## src/rtl/mbox_pkg.sv

```systemverilog
package mbox_pkg;

    localparam int NCH   = 4;
    localparam int DW    = 32;
    localparam int IDX_W = 4;
    localparam int FLG_W = 3;
    localparam int FLAG_LAT = 2;

    localparam logic [IDX_W-1:0] IDX_TX0  = 4'd0;
    localparam logic [IDX_W-1:0] IDX_RX0  = 4'd4;
    localparam logic [IDX_W-1:0] IDX_STAT = 4'd8;
    localparam logic [IDX_W-1:0] IDX_CTRL = 4'd9;

    typedef struct packed {
        logic [NCH-1:0]   gie;
        logic [NCH-1:0]   rie;
        logic [NCH-1:0]   tie;
        logic [NCH-1:0]   gir;
        logic [FLG_W-1:0] flags;
    } ctrl_t;

    typedef struct packed {
        logic [NCH-1:0]   gip;
        logic [NCH-1:0]   full;
        logic [NCH-1:0]   empty;
        logic             busy;
        logic             peer_rst;
        logic             event_pend;
        logic [FLG_W-1:0] flags;
    } stat_t;

    function automatic logic [DW-1:0] pack_ctrl(input ctrl_t c);
        return {c.gie, c.rie, c.tie, c.gir, 13'd0, c.flags};
    endfunction

    function automatic logic [DW-1:0] pack_stat(input stat_t s);
        return {s.gip, s.full, s.empty, 11'd0, s.busy, s.peer_rst,
                2'd0, s.event_pend, 1'b0, s.flags};
    endfunction

endpackage

```

## src/rtl/mbox_chan_bank.sv

```systemverilog
module mbox_chan_bank
    import mbox_pkg::*;
#(
    parameter int N_CH = NCH,
    parameter int D_W  = DW
) (
    input  logic                      clk,
    input  logic                      rst,
    input  logic [N_CH-1:0]           wr,
    input  logic [D_W-1:0]            wdata,
    input  logic [N_CH-1:0]           rd,
    output logic [N_CH-1:0][D_W-1:0]  data,
    output logic [N_CH-1:0]           full
);

    for (genvar n = 0; n < N_CH; n++) begin : g_ch
        always_ff @(posedge clk) begin
            if (rst) begin
                data[n] <= '0;
                full[n] <= 1'b0;
            end else if (wr[n]) begin
                data[n] <= wdata;
                full[n] <= 1'b1;
            end else if (rd[n]) begin
                full[n] <= 1'b0;
            end
        end
    end

endmodule

```

## src/rtl/mbox_flag_pipe.sv

```systemverilog
module mbox_flag_pipe
    import mbox_pkg::*;
#(
    parameter int F_W = FLG_W,
    parameter int LAT = FLAG_LAT
) (
    input  logic           clk,
    input  logic           rst,
    input  logic           wr,
    input  logic [F_W-1:0] wval,
    output logic           busy,
    output logic [F_W-1:0] mirror
);

    localparam int CW = $clog2(LAT + 1);

    logic [CW-1:0]  cnt;
    logic [F_W-1:0] cur;
    logic [F_W-1:0] held;
    logic           held_v;
    logic           done;

    assign done = (cnt == CW'(1));
    assign busy = (cnt != '0);

    always_ff @(posedge clk) begin
        if (rst) begin
            cnt    <= '0;
            cur    <= '0;
            held   <= '0;
            held_v <= 1'b0;
            mirror <= '0;
        end else begin
            if (busy) cnt <= cnt - CW'(1);
            if (done) mirror <= cur;
            if (wr) begin
                if (!busy || (done && !held_v)) begin
                    cur <= wval;
                    cnt <= CW'(LAT);
                end else if (done) begin
                    cur    <= held;
                    cnt    <= CW'(LAT);
                    held   <= wval;
                    held_v <= 1'b1;
                end else begin
                    held   <= wval;
                    held_v <= 1'b1;
                end
            end else if (done && held_v) begin
                cur    <= held;
                cnt    <= CW'(LAT);
                held_v <= 1'b0;
            end
        end
    end

endmodule

```

## src/rtl/mbox_side.sv

```systemverilog
module mbox_side
    import mbox_pkg::*;
#(
    parameter int N_CH = NCH,
    parameter int D_W  = DW
) (
    input  logic                      clk,
    input  logic                      rst,
    input  logic [IDX_W-1:0]          addr,
    input  logic                      we,
    input  logic [D_W-1:0]            wdata,
    input  logic                      re,
    output logic [D_W-1:0]            rdata,
    output logic                      irq,
    input  logic [N_CH-1:0][D_W-1:0]  tx_data,
    input  logic [N_CH-1:0]           tx_full,
    input  logic [N_CH-1:0][D_W-1:0]  rx_data,
    input  logic [N_CH-1:0]           rx_full,
    input  logic [FLG_W-1:0]          flags_in,
    input  logic                      fup,
    input  logic                      peer_rst,
    input  logic [N_CH-1:0]           gip_in,
    input  logic [N_CH-1:0]           gir_clr,
    output logic [N_CH-1:0]           tx_wr,
    output logic [N_CH-1:0]           rx_rd,
    output logic                      flag_wr,
    output logic [N_CH-1:0]           gip_clr,
    output ctrl_t                     ctrl
);

    logic  wr_ctrl;
    logic  wr_stat;
    stat_t stat;

    assign wr_ctrl = we && (addr == IDX_CTRL);
    assign wr_stat = we && (addr == IDX_STAT);
    assign flag_wr = wr_ctrl;
    assign gip_clr = wr_stat ? wdata[31:28] : '0;

    for (genvar n = 0; n < N_CH; n++) begin : g_dec
        assign tx_wr[n] = we && (addr == IDX_TX0 + IDX_W'(n));
        assign rx_rd[n] = re && (addr == IDX_RX0 + IDX_W'(n));
    end

    always_ff @(posedge clk) begin
        if (rst) begin
            ctrl <= '0;
        end else begin
            ctrl.gir <= (ctrl.gir & ~gir_clr) | (wr_ctrl ? wdata[19:16] : '0);
            if (wr_ctrl) begin
                ctrl.flags <= wdata[2:0];
                ctrl.tie   <= wdata[23:20];
                ctrl.rie   <= wdata[27:24];
                ctrl.gie   <= wdata[31:28];
            end
        end
    end

    always_comb begin
        stat            = '0;
        stat.gip        = gip_in;
        stat.full       = rx_full;
        stat.empty      = ~tx_full;
        stat.busy       = fup;
        stat.peer_rst   = peer_rst;
        stat.event_pend = (|rx_full) || (|gip_in);
        stat.flags      = flags_in;
    end

    always_comb begin
        rdata = '0;
        if (addr < IDX_RX0) begin
            rdata = tx_data[addr[1:0]];
        end else if (addr < IDX_STAT) begin
            rdata = rx_data[addr[1:0]];
        end else if (addr == IDX_STAT) begin
            rdata = pack_stat(stat);
        end else if (addr == IDX_CTRL) begin
            rdata = pack_ctrl(ctrl);
        end
    end

    assign irq = (|(~tx_full & ctrl.tie)) || (|(rx_full & ctrl.rie))
              || (|(gip_in & ctrl.gie));

endmodule

```

## src/rtl/dual_mailbox.sv

```systemverilog
module dual_mailbox
    import mbox_pkg::*;
(
    input  logic              clk,
    input  logic              rst,
    input  logic              rst_a,
    input  logic              rst_b,
    input  logic [IDX_W-1:0]  a_addr,
    input  logic              a_we,
    input  logic [DW-1:0]     a_wdata,
    input  logic              a_re,
    output logic [DW-1:0]     a_rdata,
    output logic              a_irq,
    input  logic [IDX_W-1:0]  b_addr,
    input  logic              b_we,
    input  logic [DW-1:0]     b_wdata,
    input  logic              b_re,
    output logic [DW-1:0]     b_rdata,
    output logic              b_irq
);

    logic rst_any, rst_side_a, rst_side_b;
    assign rst_any    = rst || rst_a || rst_b;
    assign rst_side_a = rst || rst_a;
    assign rst_side_b = rst || rst_b;

    logic [NCH-1:0][DW-1:0] a2b_data, b2a_data;
    logic [NCH-1:0]         a2b_full, b2a_full;
    logic [NCH-1:0]         a_tx_wr, a_rx_rd, b_tx_wr, b_rx_rd;
    logic [NCH-1:0]         a_gip_clr, b_gip_clr;
    logic                   a_flag_wr, b_flag_wr;
    logic                   a_fup, b_fup;
    logic [FLG_W-1:0]       a_flags, b_flags;
    ctrl_t                  a_ctrl, b_ctrl;

    mbox_chan_bank #(.N_CH(NCH), .D_W(DW)) u_a2b (
        .clk(clk), .rst(rst_any), .wr(a_tx_wr), .wdata(a_wdata),
        .rd(b_rx_rd), .data(a2b_data), .full(a2b_full)
    );

    mbox_chan_bank #(.N_CH(NCH), .D_W(DW)) u_b2a (
        .clk(clk), .rst(rst_any), .wr(b_tx_wr), .wdata(b_wdata),
        .rd(a_rx_rd), .data(b2a_data), .full(b2a_full)
    );

    mbox_flag_pipe #(.F_W(FLG_W), .LAT(FLAG_LAT)) u_flag_a2b (
        .clk(clk), .rst(rst_any), .wr(a_flag_wr), .wval(a_wdata[FLG_W-1:0]),
        .busy(a_fup), .mirror(b_flags)
    );

    mbox_flag_pipe #(.F_W(FLG_W), .LAT(FLAG_LAT)) u_flag_b2a (
        .clk(clk), .rst(rst_any), .wr(b_flag_wr), .wval(b_wdata[FLG_W-1:0]),
        .busy(b_fup), .mirror(a_flags)
    );

    mbox_side #(.N_CH(NCH), .D_W(DW)) u_side_a (
        .clk(clk), .rst(rst_side_a),
        .addr(a_addr), .we(a_we), .wdata(a_wdata), .re(a_re),
        .rdata(a_rdata), .irq(a_irq),
        .tx_data(a2b_data), .tx_full(a2b_full),
        .rx_data(b2a_data), .rx_full(b2a_full),
        .flags_in(a_flags), .fup(a_fup), .peer_rst(rst_b),
        .gip_in(b_ctrl.gir), .gir_clr(b_gip_clr),
        .tx_wr(a_tx_wr), .rx_rd(a_rx_rd), .flag_wr(a_flag_wr),
        .gip_clr(a_gip_clr), .ctrl(a_ctrl)
    );

    mbox_side #(.N_CH(NCH), .D_W(DW)) u_side_b (
        .clk(clk), .rst(rst_side_b),
        .addr(b_addr), .we(b_we), .wdata(b_wdata), .re(b_re),
        .rdata(b_rdata), .irq(b_irq),
        .tx_data(b2a_data), .tx_full(b2a_full),
        .rx_data(a2b_data), .rx_full(a2b_full),
        .flags_in(b_flags), .fup(b_fup), .peer_rst(rst_a),
        .gip_in(a_ctrl.gir), .gir_clr(a_gip_clr),
        .tx_wr(b_tx_wr), .rx_rd(b_rx_rd), .flag_wr(b_flag_wr),
        .gip_clr(b_gip_clr), .ctrl(b_ctrl)
    );

endmodule

```

## config.mk

```make
export PLATFORM = sky130hd
export DESIGN_NAME = dual_mailbox
export DESIGN_NICKNAME = d
export VERILOG_FILES = /design/src/rtl/mbox_pkg.sv /design/src/rtl/mbox_chan_bank.sv /design/src/rtl/mbox_flag_pipe.sv /design/src/rtl/mbox_side.sv /design/src/rtl/dual_mailbox.sv
export SDC_FILE = /design/constraint.sdc
export NUM_CORES = 1
export LEC_CHECK = 0
export CAP_MARGIN = 25
export CORE_ASPECT_RATIO = 2
export CORE_MARGIN = 3
export CORE_UTILIZATION = 30
export DETAILED_ROUTE_END_ITERATION = 12
export DONT_BUFFER_PORTS = 1
export GPL_ROUTABILITY_DRIVEN = 0
export GPL_TIMING_DRIVEN = 1
export HOLD_SLACK_MARGIN = 0.15
export PLACE_DENSITY_LB_ADDON = 0.3
export RECOVER_POWER = 25
export SETUP_SLACK_MARGIN = 0.02
export SYNTH_ARGS = -nofsm -noshare
export SYNTH_HDL_FRONTEND = slang
export SYNTH_HIERARCHICAL = 1
export SYNTH_SLANG_ARGS = --single-unit
export TNS_END_PERCENT = 20
```

## constraint.sdc

```tcl
create_clock -name clk -period 4.6 [get_ports clk]
set_input_delay 0.46 -clock clk [delete_from_list [all_inputs] [get_ports clk]]
set_output_delay 0.46 -clock clk [all_outputs]
set_load 0.1 [all_outputs]
```

-- Word level (Yosys, flattened, before mapping)
Cells that the tools add are included.
- register bits: 326
- bits in latches: 0
- RAM bits: 0
- memory bits (read-only): 0
- input bits: 80
- logic and storage cells: 213
- memories: 0
- $add $sub $neg: 2
- multipliers: 0
- div/mod/pow operators: 0
- magnitude comparators: 6
- eq/ne operators: 24
- shifts and indexed selects: 0
- mux-type cells: 60
- bitwise logic cells: 16
- reductions and logical operators: 69
- operators by type and width (cell ; count):
    $mux W32 ; 12
    $bmux W32 S2 ; 4
    $reduce_or A4 Y1 ; 10
    $and A4 B4 Y4 ; 8
    $eq A4 B3 Y1 const B ; 8
    $logic_and A1 B1 Y1 ; 24
    $mux W3 ; 8
    $reduce_bool A2 Y1 ; 12
    $mux W1 ; 22
    $mux W2 ; 10
    $eq A4 B2 Y1 const B ; 4
    $eq A4 B4 Y1 const B ; 4
    $mux W4 ; 4
    $not A4 Y4 ; 4
    $reduce_and A2 Y1 ; 6
    $logic_or A1 B1 Y1 ; 11
    $eq A4 B1 Y1 const B ; 2
    $logic_not A4 Y1 ; 2
    $lt A4 B3 Y1 const B ; 2
    $lt A4 B4 Y1 const B ; 2
    $or A4 B4 Y4 ; 2
    $lt A2 B3 Y1 const B ; 2
    $ne A3 B3 Y1 const B ; 2
    $eq A2 B1 Y1 const B ; 2
    other kinds (4) ; 10

-- Depth between registers and ports, before layout
Gate-level depths: netlist of run 1.
- depth in word-level cells: 6
- mapped depth: 10
- depth with buffers taken out: 5

-- Hierarchy
The synthesis of run 1 kept the hierarchy.
- modules (own cells, without submodules) (module ; times used ; cells an instance ; area an instance (sq um) ; seq. area each (sq um)):
    mbox_chan_bank ; 2 ; 431 ; 4878.4 ; 2642.5
    mbox_side at u_side_b ; 1 ; 319 ; 3387.0 ; 380.4
    mbox_side at u_side_a ; 1 ; 318 ; 3285.7 ; 380.4
    mbox_flag_pipe ; 2 ; 56 ; 511.7 ; 240.2
    dual_mailbox ; 1 ; 3 ; 18.8 ; 0.0

-- Worst setup path after synthesis of run 1
No wires, ideal clock.
- kind: in2out
- from: input port a_addr[0]
- to: output port a_rdata[24]
- data arrival time: 3322 ps
- data required time: 4140 ps
- setup slack: 818 ps
- stages: 5
- buffers on the path: 3
- cell sequence: buf_2 -> buf_4 -> buf_2 -> mux2i_1 -> o21ai_0
- word-level cells in the longest chain between the ends: 5
- elaborated cells on any way between the ends: 12
- RTL lines (element ; line ; source):
    start: declaration ; dual_mailbox.sv:8 ; input logic [IDX_W-1:0] a_addr,
    $eq A4 B4 Y1 ; mbox_side.sv:78 ; end else if (addr == IDX_CTRL) begin
    $mux W32 ; mbox_side.sv:78 ;
    $mux W32 ; mbox_side.sv:76 ; end else if (addr == IDX_STAT) begin
    $mux W32 ; mbox_side.sv:74 ; end else if (addr < IDX_STAT) begin
    $mux W32 * ; mbox_side.sv:72 ; if (addr < IDX_RX0) begin
    end: declaration ; dual_mailbox.sv:12 ; output logic [DW-1:0] a_rdata,
Every way passes the cells marked *; elsewhere a longest branch is shown, timed or not. The select of a mux whose other input is x is not followed.

-- Worst setup path after layout of run 1
- from: input port rst
- to: register u_b2a/data[29] in the netlist's numbering
- word-level cells in the longest chain between the ends: 2
- RTL lines (element ; line ; source):
    start: declaration ; dual_mailbox.sv:5 ; input logic rst,
    $logic_or A1 B1 Y1 (2 in series) ; dual_mailbox.sv:23 ; assign rst_any = rst || rst_a || rst_b;
    end signal: indexed assignment ; mbox_chan_bank.sv:22 ; data[n] <= wdata;
    end: declaration ; mbox_chan_bank.sv:12 ; output logic [N_CH-1:0][D_W-1:0] data,
Every way passes these cells.
A chain may end at the register's enable or synchronous reset.

==> run summary, run 1 <==
### Outcome
- outcome: finished with violations
- violated checks: capacitance limit, slew limit

### Die
- number of placement rows: 124
- I/O pins: 146
- vertical die dimension: 347.3 µm
- die footprint: 0.06135 mm²
- effective utilization at floorplan: 0.3044
- die width: 176.6 µm
- core outline area: 0.05741 mm²

### Synth
- syn nets: 1,694
- post-synthesis cell type with the largest combined area: dfxtp_1
- cell types with the highest counts after synthesis: 340 x mux2i_1, 326 x dfxtp_1, 314 x nor2_1
- most frequent cell after synthesis: mux2i_1
- largest cells by area after synthesis: dfxtp_1 37%, mux2i_1 19%, mux4_2 12%
- portion of the post-synthesis area used by sequential elements: 0.3735
- asr flop ratio synth: 0
- average size of a mapped cell: 10.83 µm²
- number of warning messages in the yosys log: 6
- Post-synth top flop: dfxtp_1
- number of distinct library cells after synthesis: 51
- portion of synthesized cell area occupied by the leading cell type: 0.3735
- area of the mapped netlist: 0.01747 mm²
- post-synthesis register bit count: 326
- number of standard cells after synthesis: 1,614
- number of synthesized flops with an enable pin: 0

### GRT
- initial antenna violation count: 6
- total congestion overflow after global routing: 0
- first-pass GRT wire length: 91,250 µm
- total track usage: 0.1961
- number of global-route vias before repair: 13,800
- largest net degree at the start of global routing: 161

### Setup path
- startpoint-to-endpoint class of the critical path: in -> reg
- worst path buffer plus inverter count: 1
- family with the most delay on the worst path: simple AND/OR/NAND/NOR gates
- data arrival at the endpoint of the critical path: 3.47 ns
- cells along the critical path: or3_1 > clkbuf_2 > nor2_1
- critical path's largest stage delay: 1.57 ns
- Worst EP required: 5.01 ns
- Critical Path End Type: flop
- slowest cell on the critical path: or3_1
- largest fanout on the critical path: 64
- Worst Setup Start Kind: primary input

### Pwr
- total design power: 6.032 mW
- maximum VDD drop: 0.2625 mV
- power share of the combinational group: 0.077
- leakage power of the design: 6.486 nW
- Net Switching: 1.464 mW
- Internal Power: 4.568 mW
- total power per unit cell area: 296.4 mW/mm²
- clock network fraction of design power: 0.453
- sequential fraction of design power: 0.470
- fraction of power spent switching nets: 0.2427

### Clock network
- count of buffers added by post-CTS timing repair for setup: 0
- H-tree depth: 1
- clock tree from TritonCTS: built
- number of gates given a new drive strength after cts: 0
- clock buffer count from CTS: 30
- clk root buf: clkbuf_16
- clock latency at the later pin of the worst-skew pair: 0.58 ns
- Clock Sink Count: 326
- maximum clock path buffer count: 3
- clock slew at the register clock pins of the worst setup and hold paths: 0.07 ns

### Detailed routing
- remaining design rule violation count: 0
- post-route ant nets: 0
- total length of routed wires: 62,060 µm
- first-iteration detailed-routing DRC count: 1,084
- Initial DRT Pass Iterations: 5
- ratio of routed vias to standard cells: 5.452
- average detailed-routed wire length per instance: 25.53 µm
- vias after detailed routing: 13,250

### Timing
- maximum frequency from static timing analysis: 0.3270 GHz
- worst slack on hold paths: 0.2054 ns
- number of endpoints with negative hold slack in the final report: 0
- Least-Margin Pin Slew: 2.214 ns
- count of final max-slew check failures: 56
- minimum clock period: 3.058 ns
- period utilisation layout: 0.6648
- RSZ-0062 raised after global routing: false
- Final setup violation count: 0
- remaining max-slew budget at the tightest pin: -0.4759
- setup clock skew after layout: 0.007779 ns
- Fin Setup TNS: 0 ns

### Place
- count of port buffers added during placement: 0
- hpwl dp: 40,730 µm

### Final layout
- Final Net Count: 1,728
- layout filler cell count: 5,801
- layout cell share with drive strength beyond 1: 0.1813
- synthesis-to-layout area growth: 16.46%

### Run
- max_cap viols: 1

### Min path
- Hold Path Class: in -> reg

==> cells by family (layout without fill, tap and decap cells) <==
| kind of cell | count (synthesis) | in the layout | share of synthesized area |
|---|---|---|---|
| AOI/OAI and AO/OA | 196 | 196 | 0.07133 |
| other | 0 | 4 | 0 |
| DFF | 326 | 326 | 0.3735 |
| and+or+nand+nor | 464 | 464 | 0.1169 |
| muxes | 460 | 460 | 0.3510 |
| buffers and inverters | 168 | 225 | 0.08730 |
==> placed cells by master, fill, tap and decap left out, types with 18 or more instances in the layout <==
cell           instances
mux2i_1              340
dfxtp_1              326
nor2_1               290
mux4_2                91
dlygate4sd3_1         68
a21oi_1               53
nand2_1               45
buf_16                38
buf_4                 36
o21ai_0               32
nand3_1               32
clkbuf_16             31
a22oi_1               27
o21ai_2               27
inv_1                 23
mux4_1                23
nor2_2                20
nand2b_1              18
==> routing by layer <==
| metal | global-route usage | wire length, µm | vias to the layer above |
|---|---|---|---|
| li1 | - | - | 5938 |
| met1 | 0.2150 | 22830 | 6627 |
| met2 | 0.3673 | 32880 | 538 |
| met3 | 0.03515 | 3760 | 148 |
| met4 | 0.07945 | 2579 | 2 |
| met5 | 0 | 13 | - |
==> sequential cells by signal, summed over array words and instances (netlist names) <==
register	cells
u_side_b/ctrl	19
u_side_a/ctrl	19
u_flag_a2b/cur	3
u_flag_b2a/held_v	1
u_flag_a2b/mirror	3
u_a2b/full	4
u_b2a/full	4
u_flag_a2b/held_v	1
u_flag_a2b/held	3
u_flag_b2a/mirror	3
u_flag_b2a/cnt	2
u_flag_a2b/cnt	2
u_flag_b2a/cur	3
u_a2b/data	128
u_b2a/data	128
u_flag_b2a/held	3
==> final timing paths <==
path | slack (ns) | cells past startpoint | to | start
worst max-delay path | 1.54 | 3 | u_b2a/data[29] | rst
worst min-delay path | 0.21 | 4 | u_side_a/ctrl[5] | b_wdata[30]
worst max register to register | 3.32 | 3 | u_flag_b2a/cur[1] | u_flag_b2a/cnt[0]
worst min register to register | 0.46 | 2 | u_flag_b2a/held[0] | u_flag_b2a/held[0]
==> through the flow <==
| stage | cells | cell area [µm²] | util | setup WS, ns |
|---|---|---|---|---|
| after detailed placement | 2302 | 18550 | 0.3232 | 1.857 |
| after CTS | 2425 | 20290 | 0.3535 | 1.693 |
| after floorplan | 1614 | 17470 | - | 0.8179 |
| after global routing | 2430 | 20350 | 0.3544 | 1.232 |
| after global placement | 2265 | 17550 | 0.3057 | 1.532 |
| final | 2431 | 20350 | 0.3545 | 1.542 |
==> power groups by stage <==
stage	clock, mW	sequential, mW	combinational (mW)
global placement	0	2.90	0.350
global route	2.89	2.83	0.480
floorplan	0	2.90	0.399
detailed placement	0	2.90	0.360
finish	2.73	2.83	0.466
CTS	2.79	2.83	0.463
==> cell type report <==
| cell class | instances | area, µm² | area share |
|---|---|---|---|
| multi-input cells | 1120 | 9681 | 0.4757 |
| flip-flops and latches | 326 | 6526 | 0.3207 |
| repair buffers | 145 | 2033 | 0.09992 |
| well taps | 756 | 945.9 | 0.04649 |
| clock buffers | 42 | 887.1 | 0.04360 |
| clock inverters | 13 | 171.4 | 0.008424 |
| inverters | 25 | 93.84 | 0.004612 |
| diodes | 4 | 10.01 | 0.0004919 |
==> worst reg2reg max path, delay by kind of cell (launching register included) <==
kind            cells  cell delay [ns]
simple gates        1             0.13
flops               1             0.47
compound gates      1             0.23
mux                 1             0.33
==> what timing repair did <==
| action | in CTS | in global routing |
|---|---|---|
| setup endpoints to repair | 0 | 0 |
| hold endpoints to repair | 300 | 0 |
| hold buffers | 68 | 0 |
Note: power is estimated with default switching activity, not from simulation.
==> run 2, diff against run 1 <==
clock period = 3.2 ns   (was 4.6 ns; I/O delays follow)
==> run summary, run 2 (same netlist as run 1, synthesis figures left out) <==
### Pwr
- total power per unit cell area: 422.1 mW/mm², was 296.4 mW/mm²
- leakage power of the design: 6.510 nW, was 6.486 nW
- maximum VDD drop: 0.3647 mV, was 0.2625 mV

### Timing
- Final setup violation count: 0, unchanged
- maximum frequency from static timing analysis: 0.3515 GHz
- RSZ-0062 raised after global routing: false, unchanged
- remaining max-slew budget at the tightest pin: -0.1424, was -0.4759
- Fin Setup TNS: 0 ns, unchanged
- period utilisation layout: 0.8890
- count of final max-slew check failures: 28, was 56
- setup clock skew after layout: 0.004738 ns, was 0.007779 ns
- number of endpoints with negative hold slack in the final report: 0, unchanged
- minimum clock period: 2.845 ns
- fin worst setup slack: 0.3552 ns, was 1.542 ns
- Least-Margin Pin Slew: 1.714 ns, was 2.214 ns

### Die
- number of placement rows: 124, unchanged
- vertical die dimension: 347.3 µm, unchanged
- core outline area: 0.05741 mm², unchanged
- effective utilization at floorplan: 0.3044, unchanged
- die footprint: 0.06135 mm², unchanged
- I/O pins: 146, unchanged
- die width: 176.6 µm, unchanged

### Outcome
- violated checks: capacitance limit, slew limit, unchanged
- outcome: finished with violations, unchanged

### GRT
- total congestion overflow after global routing: 0, unchanged
- initial antenna violation count: 4, was 6
- first-pass GRT wire length: 93,250 µm, was 91,250 µm
- number of global-route vias before repair: 13,880, was 13,800
- largest net degree at the start of global routing: 153, was 161
- total track usage: 0.2009, was 0.1961

### Detailed routing
- remaining design rule violation count: 0, unchanged
- average detailed-routed wire length per instance: 25.38 µm, was 25.53 µm
- Initial DRT Pass Iterations: 5, unchanged
- total length of routed wires: 62,580 µm, was 62,060 µm
- first-iteration detailed-routing DRC count: 902, was 1,084
- post-route ant nets: 0, unchanged
- ratio of routed vias to standard cells: 5.445, was 5.452
- vias after detailed routing: 13,430, was 13,250

### Clock network
- Hold-fix buffers, CTS: 87, was 68
- clock latency at the later pin of the worst-skew pair: 0.59 ns, was 0.58 ns
- clock tree from TritonCTS: built, unchanged
- Clock Sink Count: 326, unchanged
- clk root buf: clkbuf_16, unchanged
- count of buffers added by post-CTS timing repair for setup: 0, unchanged
- clock slew at the register clock pins of the worst setup and hold paths: 0.07 ns, about the same
- H-tree depth: 1, unchanged
- clock buffer count from CTS: 30, unchanged
- number of gates given a new drive strength after cts: 0, unchanged
- maximum clock path buffer count: 3, unchanged

### Run
- max_cap viols: 2, was 1

### Final layout
- final non-filler cell total: 2,466, was 2,431
- highest-count cells in the layout ignoring fill and taps: 340 x mux2i_1, 326 x dfxtp_1, 292 x nor2_1, was 340 x mux2i_1, 326 x dfxtp_1, 290 x nor2_1
- most common library cell in the layout ignoring fill and taps: mux2i_1, unchanged
- layout cell share with drive strength beyond 1: 0.1817, was 0.1813
- finished layout cell area: 0.02030 mm², was 0.02035 mm²
- synthesis-to-layout area growth: 16.20%, was 16.46%
- multi-input logic area: 0.009654 mm², was 0.009681 mm²
- layout filler cell count: 5,805, was 5,801
- biggest regs: u_a2b/data (128), u_b2a/data (128), unchanged
- register area: 0.006526 mm², unchanged
- Final Net Count: 1,766, was 1,728

### Setup path
- Critical Path End Type: flop, unchanged
- data arrival at the endpoint of the critical path: 3.33 ns, was 3.47 ns
- largest fanout on the critical path: 53, was 64
- Worst EP required: 3.68 ns, was 5.01 ns
- Worst Setup Start Kind: primary input, unchanged
- startpoint-to-endpoint class of the critical path: in -> reg, unchanged

### Place
- placed instance area: 0.01847 mm², was 0.01855 mm²
- Place WS: 0.9134 ns, was 1.857 ns
- placed cell count: 2,323, was 2,302
- hpwl dp: 40,520 µm, was 40,730 µm
- count of port buffers added during placement: 0, unchanged

### Min path
- Hold Path Class: in -> reg, unchanged

-- run 2: changes by cell type in the layout (fill, tap and decap cells not counted), moves of 5 or more --
cell,delta
buf_4,+28
clkbuf_1,+5
buf_12,+5
buf_16,-17
dlygate4sd3_1,+19
-- run 2: worst paths after layout --
| check | startpoint | to | slack [ns] | cells past startpoint |
|---|---|---|---|---|
| max | a_addr[0] | u_a2b/data[71] | 0.36 | 5 |
| min reg2reg | u_flag_b2a/held[1] | u_flag_b2a/held[1] | 0.45 | 2 |
| max reg2reg | u_flag_a2b/cnt[0] | u_flag_a2b/cur[0] | 1.92 | 3 |
| min | b_addr[0] | u_a2b/full[0] | 0.18 | 4 |
-- run 2: cell type report --
type | instances | area share
diodes | 4 | 0.0004930
clock buffers | 41 | 0.04302
multi-input cells | 1120 | 0.4755
well taps | 756 | 0.04659
clock inverters | 11 | 0.006409
inverters | 25 | 0.004622
repair buffers | 183 | 0.1019
flip-flops and latches | 326 | 0.3215
-- run 2: worst max-delay path: stages --
cell	delay [ns]
dlygate4sd3_1	0.74
nor2_1	1.30
mux2i_1	0.28
dlygate4sd3_1	0.57
nor2_1	0.04
-- run 2: per-layer routing --
| metal | share of wire | track usage | vias up |
|---|---|---|---|
| li1 | - | - | 6012 |
| met1 | 0.38 | 0.2303 | 6692 |
| met2 | 0.51 | 0.3550 | 556 |
| met3 | 0.062 | 0.03318 | 163 |
| met4 | 0.056 | 0.1053 | 4 |
| met5 | 0.00034 | 0 | - |
-- run 2: through the flow --
stage	hold WS (ns)	total power, mW	util
6_report	0.1755	8.570	0.3537
5_1_grt	0.2037	8.800	0.3536
4_1_cts	0.1562	8.658	0.3544
3_5_place_dp	0.4491	4.695	0.3217
3_3_place_gp	0.4435	4.684	0.3116
2_1_floorplan	0.4306	4.738	-
-- run 2: where the power goes --
group | switching [mW] | internal (mW) | total (mW)
Clock | 1.66 | 2.13 | 3.79
Combinational | 0.440 | 0.263 | 0.702
Sequential | 0.00969 | 4.07 | 4.08
Total | 2.11 | 6.46 | 8.57
==> run 3, diff against run 2 <==
CTS_BUF_LIST = sky130_fd_sc_hd__clkbuf_16   (was unset)
GPL_TIMING_DRIVEN = unset   (was 1)
==> run summary, run 3 (same netlist as run 1, synthesis figures left out) <==
### Outcome
- outcome: finished with violations, unchanged
- violated checks: capacitance limit, slew limit, unchanged

### Pwr
- Net Switching: 2.104 mW, was 2.108 mW
- fraction of power spent switching nets: 0.2502, was 0.2459
- clock network fraction of design power: 0.432, was 0.443
- maximum VDD drop: 0.3634 mV, was 0.3647 mV
- Internal Power: 6.306 mW, was 6.463 mW
- sequential fraction of design power: 0.485, was 0.475
- total power per unit cell area: 415.6 mW/mm², was 422.1 mW/mm²
- power share of the combinational group: 0.083, was 0.082
- leakage power of the design: 6.494 nW, was 6.510 nW
- total design power: 8.411 mW, was 8.570 mW

### Timing
- count of final max-slew check failures: 181, was 28
- remaining max-slew budget at the tightest pin: -0.2386, was -0.1424
- Final setup violation count: 0, unchanged
- RSZ-0062 raised after global routing: false, unchanged
- maximum frequency from static timing analysis: 0.3387 GHz, was 0.3515 GHz
- Fin Setup TNS: 0 ns, unchanged
- period utilisation layout: 0.9227, was 0.8890
- Least-Margin Pin Slew: 1.858 ns, was 1.714 ns
- minimum clock period: 2.953 ns, was 2.845 ns
- number of endpoints with negative hold slack in the final report: 0, unchanged
- setup clock skew after layout: 0.005038 ns, was 0.004738 ns

### Die
- core outline area: 0.05741 mm², unchanged
- die footprint: 0.06135 mm², unchanged
- die width: 176.6 µm, unchanged
- effective utilization at floorplan: 0.3044, unchanged
- number of placement rows: 124, unchanged
- I/O pins: 146, unchanged
- vertical die dimension: 347.3 µm, unchanged

### Setup path
- data arrival at the endpoint of the critical path: 2.63 ns, was 3.33 ns
- Worst Setup Start Kind: flop, was primary input
- Worst EP required: 2.88 ns, was 3.68 ns
- worst path buffer plus inverter count: 2, unchanged
- family with the most delay on the worst path: compound AO/OA/AOI/OAI gates, was simple AND/OR/NAND/NOR gates
- Worst path most repeated cell: buf_4
- cells along the critical path: nor2b_1 > a2111oi_0 > buf_4 > nand3_1 > buf_4, was dlygate4sd3_1 > nor2_1 > mux2i_1 > dlygate4sd3_1 > nor2_1
- critical path's largest stage delay: 0.81 ns, was 1.30 ns
- startpoint-to-endpoint class of the critical path: reg -> out, was in -> reg
- Critical Path End Type: output port, was flop
- largest fanout on the critical path: 6, was 53
- slowest cell on the critical path: a2111oi_0, was nor2_1

### Final layout
- synthesis-to-layout area growth: 15.83%, was 16.20%
- layout cell share with drive strength beyond 1: 0.1788, was 0.1817
- multi-input logic area: 0.009658 mm², was 0.009654 mm²
- highest-count cells in the layout ignoring fill and taps: 340 x mux2i_1, 326 x dfxtp_1, 292 x nor2_1, unchanged
- most common library cell in the layout ignoring fill and taps: mux2i_1, unchanged
- layout filler cell count: 5,804, was 5,805
- Final Net Count: 1,766, unchanged
- biggest regs: u_a2b/data (128), u_b2a/data (128), unchanged
- register area: 0.006526 mm², unchanged

### Clock network
- Hold-fix buffers, CTS: 87, unchanged
- clock latency at the later pin of the worst-skew pair: 0.58 ns, was 0.59 ns
- H-tree depth: 1, unchanged
- clock buffer count from CTS: 30, unchanged
- clock slew at the register clock pins of the worst setup and hold paths: 0.07 ns, about the same
- maximum clock path buffer count: 3, unchanged
- clk root buf: clkbuf_16, unchanged
- clock tree from TritonCTS: built, unchanged
- Clock Sink Count: 326, unchanged
- number of gates given a new drive strength after cts: 0, unchanged
- count of buffers added by post-CTS timing repair for setup: 0, unchanged

### GRT
- number of global-route vias before repair: 13,810, was 13,880
- total congestion overflow after global routing: 0, unchanged
- first-pass GRT wire length: 93,430 µm, was 93,250 µm
- total track usage: 0.2014, was 0.2009
- largest net degree at the start of global routing: 153, unchanged
- initial antenna violation count: 4, unchanged

### Detailed routing
- first-iteration detailed-routing DRC count: 955, was 902
- Initial DRT Pass Iterations: 7, was 5
- vias after detailed routing: 13,450, was 13,430
- total length of routed wires: 62,810 µm, was 62,580 µm
- remaining design rule violation count: 0, unchanged
- ratio of routed vias to standard cells: 5.452, was 5.445
- average detailed-routed wire length per instance: 25.47 µm, was 25.38 µm
- post-route ant nets: 0, unchanged

### Place
- hpwl dp: 40,520 µm, unchanged
- count of port buffers added during placement: 0, unchanged

### Run
- max_cap viols: 3, was 2

### Min path
- Hold Path Class: in -> reg, unchanged

-- run 3: per-layer routing --
layer | track usage | vias up | routed length (µm)
li1 | - | 5996 | -
met1 | 0.2310 | 6736 | 23620
met2 | 0.3572 | 550 | 32010
met3 | 0.03340 | 159 | 3799
met4 | 0.1030 | 4 | 3359
met5 | 0 | - | 21
-- run 3: worst paths after layout --
check,startpoint,to,slack (ns),cells after the start
setup / recovery,u_a2b/full[0],a_irq,0.25,5
hold / removal,b_addr[2],u_b2a/full[2],0.18,5
setup reg to reg,u_flag_a2b/cnt[0],u_flag_a2b/cur[0],1.92,3
hold reg to reg,u_flag_b2a/held[1],u_flag_b2a/held[1],0.45,2
-- run 3: power groups by stage --
stage,Sequential (mW),Combinational [mW],Clock [mW]
2_1_floorplan,4.16,0.574,0
3_5_place_dp,4.17,0.527,0
4_1_cts,4.07,0.701,3.71
3_3_place_gp,4.17,0.517,0
6_report,4.08,0.702,3.63
5_1_grt,4.07,0.724,3.83
-- run 3: through the flow --
stage / setup WS [ns] / instance area [µm²] / cells / hold WS, ns / utilization
floorplan: -0.3021 / 17470 / 1614 / 0.4306 / -
global placement: 0.8997 / 17890 / 2302 / 0.4435 / 0.3116
detailed placement: 0.9134 / 18470 / 2323 / 0.4491 / 0.3217
CTS: 0.3826 / 20280 / 2462 / 0.1560 / 0.3533
global route: 0.3107 / 20230 / 2464 / 0.1769 / 0.3524
finish: 0.2473 / 20240 / 2466 / 0.1778 / 0.3525
-- run 3: cell type report --
cell class | count | area share
Antenna cell | 4 | 0.0004946
Clock buffer | 31 | 0.03833
Clock inverter | 21 | 0.008285
Inverter | 25 | 0.004637
Multi-Input combinational cell | 1120 | 0.4772
Sequential cell | 326 | 0.3225
Tap cell | 756 | 0.04674
Timing Repair Buffer | 183 | 0.1018
-- run 3: worst register-to-register path, delay by kind of cell, from the launching register on --
kind             cells  cell delay, ns
AO/OA/AOI/OAI        1            0.24
flip-flops           1            0.47
multiplexers         1            0.33
AND/OR/NAND/NOR      1            0.13
